[src/rtl/irq_casc_pkg.sv]
package irq_casc_pkg;

    typedef enum logic [1:0] {
        HS_IDLE = 2'd0,
        HS_CAS1 = 2'd1,
        HS_CAS2 = 2'd2,
        HS_DONE = 2'd3
    } hs_state_e;

    localparam logic [1:0] CFG_SEL_MASK = 2'd0;
    localparam logic [1:0] CFG_SEL_TRIG = 2'd1;
    localparam logic [1:0] CFG_SEL_CASC = 2'd2;

    // Source index 0 is input 0; index k >= 1 is input k+1.
    function automatic int unsigned src_number(input int unsigned idx);
        return (idx == 0) ? 0 : idx + 1;
    endfunction

endpackage

[src/rtl/irq_sync.sv]
module irq_sync #(
    parameter int unsigned WIDTH = 6
) (
    input  logic             clk,
    input  logic             rst_n,
    input  logic [WIDTH-1:0] async_i,
    output logic [WIDTH-1:0] sync_o
);

    typedef struct packed {
        logic [WIDTH-1:0] stage1;
        logic [WIDTH-1:0] stage2;
    } sync_t;

    sync_t s_d, s_q;

    always_comb begin
        s_d        = s_q;
        s_d.stage1 = async_i;
        s_d.stage2 = s_q.stage1;
    end

    always_ff @(posedge clk or negedge rst_n) begin
        if (!rst_n) s_q <= '0;
        else        s_q <= s_d;
    end

    assign sync_o = s_q.stage2;

endmodule

[src/rtl/irq_detect.sv]
module irq_detect #(
    parameter int unsigned WIDTH = 6
) (
    input  logic             clk,
    input  logic             rst_n,
    input  logic [WIDTH-1:0] sync_i,
    input  logic [WIDTH-1:0] edge_mode_i,
    input  logic [WIDTH-1:0] clear_i,
    output logic [WIDTH-1:0] active_o
);

    typedef struct packed {
        logic [WIDTH-1:0] prev;
        logic [WIDTH-1:0] pend;
    } det_t;

    det_t s_d, s_q;
    logic [WIDTH-1:0] rise;

    always_comb begin
        s_d      = s_q;
        rise     = sync_i & ~s_q.prev;
        s_d.prev = sync_i;
        // a fresh edge wins over a clear in the same cycle
        s_d.pend = ((s_q.pend & ~clear_i) | rise) & edge_mode_i;
    end

    always_ff @(posedge clk or negedge rst_n) begin
        if (!rst_n) s_q <= '0;
        else        s_q <= s_d;
    end

    for (genvar i = 0; i < WIDTH; i++) begin : g_sel
        assign active_o[i] = edge_mode_i[i] ? s_q.pend[i] : sync_i[i];
    end

endmodule

[src/rtl/irq_prio.sv]
module irq_prio #(
    parameter int unsigned WIDTH = 6,
    localparam int unsigned IDX_W = (WIDTH > 1) ? $clog2(WIDTH) : 1
) (
    input  logic [WIDTH-1:0] req_i,
    output logic             any_o,
    output logic [WIDTH-1:0] grant_o,
    output logic [IDX_W-1:0] idx_o
);

    logic [WIDTH:0] blocked;

    assign blocked[0] = 1'b0;
    for (genvar i = 0; i < WIDTH; i++) begin : g_chain
        assign grant_o[i]   = req_i[i] & ~blocked[i];
        assign blocked[i+1] = blocked[i] | req_i[i];
    end

    assign any_o = blocked[WIDTH];

    always_comb begin
        idx_o = '0;
        for (int unsigned i = 0; i < WIDTH; i++) begin
            if (grant_o[i]) idx_o = IDX_W'(i);
        end
    end

endmodule

[src/rtl/irq_cascade_ctrl.sv]
module irq_cascade_ctrl
    import irq_casc_pkg::*;
#(
    parameter int unsigned NUM_SRC   = 6,
    parameter int unsigned TYPE_W    = 8,
    parameter logic [7:0]  BASE_TYPE = 8'h40
) (
    input  logic              clk,
    input  logic              rst_n,
    input  logic [NUM_SRC-1:0] irq_i,
    input  logic              cfg_we_i,
    input  logic [1:0]        cfg_sel_i,
    input  logic [NUM_SRC-1:0] cfg_wdata_i,
    input  logic [TYPE_W-1:0] ext_type_i,
    output logic              core_req_o,
    input  logic              core_ack_i,
    output logic              type_vld_o,
    output logic [TYPE_W-1:0] core_type_o,
    output logic              ack_n_o,
    output logic              ack_oe_o
);

    localparam int unsigned IDX_W    = (NUM_SRC > 1) ? $clog2(NUM_SRC) : 1;
    localparam int unsigned CASC_SRC = 0;
    localparam int unsigned ACK_PIN  = 1;

    typedef struct packed {
        hs_state_e         st;
        logic [NUM_SRC-1:0] mask;
        logic [NUM_SRC-1:0] trig;
        logic              casc;
        logic [TYPE_W-1:0] typ;
        logic              ack_n;
    } ctrl_t;

    ctrl_t s_d, s_q;

    logic [NUM_SRC-1:0] sync_lines;
    logic [NUM_SRC-1:0] active;
    logic [NUM_SRC-1:0] eligible;
    logic [NUM_SRC-1:0] grant;
    logic [NUM_SRC-1:0] clear;
    logic [NUM_SRC-1:0] pin_block;
    logic [IDX_W-1:0]   win_idx;
    logic               any_req;
    logic               take;
    logic [NUM_SRC-1:0] mask_q;

    irq_sync #(.WIDTH(NUM_SRC)) u_sync (
        .clk     (clk),
        .rst_n   (rst_n),
        .async_i (irq_i),
        .sync_o  (sync_lines)
    );

    irq_detect #(.WIDTH(NUM_SRC)) u_detect (
        .clk         (clk),
        .rst_n       (rst_n),
        .sync_i      (sync_lines),
        .edge_mode_i (s_q.trig),
        .clear_i     (clear),
        .active_o    (active)
    );

    always_comb begin
        pin_block          = '0;
        pin_block[ACK_PIN] = s_q.casc;
    end

    assign eligible = active & ~s_q.mask & ~pin_block;

    irq_prio #(.WIDTH(NUM_SRC)) u_prio (
        .req_i   (eligible),
        .any_o   (any_req),
        .grant_o (grant),
        .idx_o   (win_idx)
    );

    assign take  = (s_q.st == HS_IDLE) && core_ack_i && any_req;
    assign clear = take ? grant : '0;

    always_comb begin
        s_d = s_q;

        if (cfg_we_i) begin
            unique case (cfg_sel_i)
                CFG_SEL_MASK: s_d.mask = cfg_wdata_i;
                CFG_SEL_TRIG: s_d.trig = cfg_wdata_i;
                CFG_SEL_CASC: s_d.casc = cfg_wdata_i[0];
                default:      ;
            endcase
        end

        unique case (s_q.st)
            HS_IDLE: begin
                if (take) begin
                    if (s_q.casc && grant[CASC_SRC]) begin
                        s_d.st    = HS_CAS1;
                        s_d.ack_n = 1'b0;
                    end else begin
                        s_d.st  = HS_DONE;
                        s_d.typ = TYPE_W'(BASE_TYPE) +
                                  TYPE_W'(src_number(int'(win_idx)));
                    end
                end
            end
            HS_CAS1: s_d.st = HS_CAS2;
            HS_CAS2: begin
                s_d.st    = HS_DONE;
                s_d.typ   = ext_type_i;
                s_d.ack_n = 1'b1;
            end
            HS_DONE: s_d.st = HS_IDLE;
            default: s_d.st = HS_IDLE;
        endcase
    end

    always_ff @(posedge clk or negedge rst_n) begin
        if (!rst_n) begin
            s_q.st    <= HS_IDLE;
            s_q.mask  <= '1;
            s_q.trig  <= '0;
            s_q.casc  <= 1'b0;
            s_q.typ   <= '0;
            s_q.ack_n <= 1'b1;
        end else begin
            s_q <= s_d;
        end
    end

    assign mask_q      = s_q.mask;
    assign core_req_o  = any_req && (s_q.st == HS_IDLE);
    assign type_vld_o  = (s_q.st == HS_DONE);
    assign core_type_o = s_q.typ;
    assign ack_n_o     = s_q.ack_n;
    assign ack_oe_o    = s_q.casc;

endmodule

[config.mk]
export PLATFORM = sky130hd
export DESIGN_NAME = irq_cascade_ctrl
export DESIGN_NICKNAME = d
export VERILOG_FILES = /design/src/rtl/irq_casc_pkg.sv /design/src/rtl/irq_sync.sv /design/src/rtl/irq_detect.sv /design/src/rtl/irq_prio.sv /design/src/rtl/irq_cascade_ctrl.sv
export SDC_FILE = /design/constraint.sdc
export NUM_CORES = 1
export LEC_CHECK = 0
export ABC_AREA = 1
export CORE_UTILIZATION = 35
export DETAILED_ROUTE_END_ITERATION = 10
export DONT_BUFFER_PORTS = 1
export PLACE_DENSITY = 0.52
export SETUP_SLACK_MARGIN = 0.02
export SLEW_MARGIN = 10
export SYNTH_ARGS = -nofsm -noshare
export SYNTH_HDL_FRONTEND = slang
export SYNTH_SLANG_ARGS = --single-unit
[constraint.sdc]
create_clock -name clk -period 3.2 [get_ports clk]
set_input_delay 0.16 -clock clk [delete_from_list [all_inputs] [get_ports clk]]
set_output_delay 0.16 -clock clk [all_outputs]
set_load 0.01 [all_outputs]
==> metrics.txt <==
status completed; RSZ-0062 raised after global routing no; Die ar. around 0.0066 mm2; Yosys top cell area share 46.86%; H-tree depth 2; Power Total 1.728 mW; setup bufs post-CTS 0; WL final 3751 um; WL met2 between 1500 and 2000 um; critical path class flip-flop to flip-flop; Root Driver clkbuf_8; Final Hold Vio Count 0; Mapped Avg Cell Area about 9.2 um2; Peak VDD IR between 300 and 400 uV; initial DRC count between 50 and 60; slew margin rel. between 60% and 70%; Final Non-Filler Cells approximately 330; Crit. End Element flip-flop; drc violations 0; clk_lat worst skew ~0.30 ns; Synth Warn # 0; Nets roughly 280; Mapped Area roughly 0.0022 mm2; GR Util All Layers roughly an eighth; final instance area between 0.002 and 0.0025 mm2; crit path launch type flip-flop; CTS Buf Count 5; grt ovf 0; Setup Skew just under 0.008 ns; vias per cell approximately 4.4; drt first pass iters 4; I/O Buffers 0; Worst-Margin Slew approximately 0.47 ns; area grow syn2layout 12.97%; pre-CTS WS between 1 and 1.5 ns; Critical Path AT roughly 2.1 ns; fin. max-slew vios 0; core area roughly 0.0060 mm2; worst-path maximum fanout 6; Setup Viol. Count Final 0; CTS tree built; Max-Cap Viols 0; DP Wirelength between 2000 and 3000 um; Clock transition at path regs about 0.09 ns; multi-input logic area 749.5 um2; largest net degree at the start of global routing 49; DIE HEIGHT 81.10 um; Critical Path RT 3.44 ns; Bufs on Longest Clock Path 2; cts hold-fix bufs 16; first-pass GRT wire length ~6500 um; share of layout cells above drive strength 1 ~14%; leakage around 1.2 nW; Fillers 600; total number of vias between 1,000 and 1,500; Synthesized Nets approximately 270; highest metal layer with signal wires met4; Synth Instances between 200 and 250; cell taking the most area after synthesis dfrtp_1; FF+latch area between 0.001 and 0.0015 mm2; fmax ~540 MHz; Ports 38; Period minus WS final roughly 1.8 ns; synth unique cells 27; Sink Count between 40 and 50; row cnt 28; post-cts resize count 0; wire length on met3 between 150 and 200 um; Seq/Total Area, Yosys a little under three fifths; post-route setup slack 1.352 ns; placed insts ~300; diode count 0; Final TNS setup 0 ns; FF+latch count, synth 48; vias in the first global route 1,441; routed length on met1 1893 um; Synth area leaders dfrtp_1, nand2_1, dfstp_2, inv_1, o21ai_0; Chip Width ~81 um; initial core utilization a little over a third; Final Cycle Share between 50% and 60%; placed instance area approximately 0.0022 mm2; Pwr per Cell Area around 700 mW/mm2; Final Wtd Congestion about 0.73; worst min-delay path class primary input to flip-flop; remaining antenna violation count 0; WL per Instance between 10 and 15 um; antenna violations before repair 0
-- final timing paths --
path,startpoint,endpoint,slack (ns),cells after the start
setup / recovery,ack_oe_o$_DFFE_PN0P_,core_type_o[2]$_DFFE_PN0P_,1.35,12
hold / removal,cfg_wdata_i[5],mask_q[5]$_DFFE_PN1P_,0.02,2
setup reg to reg,ack_oe_o$_DFFE_PN0P_,core_type_o[2]$_DFFE_PN0P_,1.35,12
hold reg to reg,u_sync.s_d[4]$_DFF_PN0_,u_sync.sync_o[4]$_DFF_PN0_,0.35,0
max in group asynchronous,rst_n,mask_q[5]$_DFFE_PN1P_,2.55,2
min in group asynchronous,rst_n,core_type_o[2]$_DFFE_PN0P_,0.38,2
-- cells by family (layout without fill, tap and decap cells) --
kind of cell / Yosys count / count (layout) / synth area share, %
AO/OA/AOI/OAI: 34 / 34 / 8.000
buffers and inverters: 51 / 63 / 10.51
adder cells (fa/ha/maj): 6 / 6 / 3.428
flip-flops: 48 / 48 / 55.26
AND/OR/NAND/NOR: 100 / 100 / 22.80
-- cell usage after synthesis, drive strengths merged --
master	number
o211ai	2
ha	6
inv	39
nor3	1
o21ai	26
or2	4
buf	10
nand2	58
nor2	18
nand3	15
nand3b	2
dfrtp	41
dfstp	7
clkbuf	2
a21oi	6
nand4	2
-- placed cells by master (no fill, tap or decap), types with 2 or more instances in the layout --
cell type      Yosys  layout
nor2_1            16      16
clkbuf_8           0       6
or2_2              4       4
o21ai_0           24      24
dfrtp_1           41      41
dfstp_2            7       7
a21oi_1            6       6
nand2_2            5       5
nand3_2            3       3
dlygate4sd3_1      0      15
o21ai_1            2       2
inv_1             38      38
ha_1               6       6
o211ai_1           2       2
nand3_1           11      11
nand4_1            2       2
nand2_1           52      52
-- final cells by class --
cell class	instances	share of cell area (%)
inverter	39	5.918
clock inverter	2	0.5564
clock buffer	6	3.338
sequential	48	48.91
tap	75	3.794
multi-input combinational	140	30.30
timing repair buffer	16	7.183
-- routing by layer --
metal | vias up | track usage (%)
li1 | 755 | -
met1 | 653 | 16.74
met2 | 36 | 21.01
met3 | 5 | 3.708
met4 | 0 | 4.286
met5 | - | 0
-- report_power, final --
| part | internal, mW | leakage [nW] | switching (mW) | total [mW] |
|---|---|---|---|---|
| logic | 0.185 | 0.597 | 0.332 | 0.517 |
| clock network | 0.177 | 0.0516 | 0.208 | 0.385 |
| registers | 0.730 | 0.576 | 0.0961 | 0.826 |
-- state kept, by name (all words and copies together), names as in the netlist --
| name | flops |
|---|---|
| ack_n_o | 1 |
| core_type_o | 8 |
| mask_q | 6 |
| u_sync.sync_o | 6 |
| s_q | 8 |
| u_detect.s_q | 12 |
| u_sync.s_d | 6 |
| ack_oe_o | 1 |
-- metrics by stage --
stage               hold WS, ns  util, %
finish                  0.01689    41.29
floorplan               -0.1356        -
global route            0.02199    41.29
detailed placement      -0.1336    36.72
global placement        -0.1337    36.72
CTS                     0.01281    41.29
-- critical path: stages, from the launching register on --
cell and delay, ns:
dfrtp_1 0.50, nor2_2 0.16, nand3_2 0.11, nand2_4 0.10
nor2_1 0.06, nor2_1 0.18, inv_1 0.07, ha_1 0.21
o211ai_1 0.11, nand2_1 0.08, nor2_1 0.10, nor2_1 0.05
nor2_1 0.07
(Power assumes the default switching activity.)
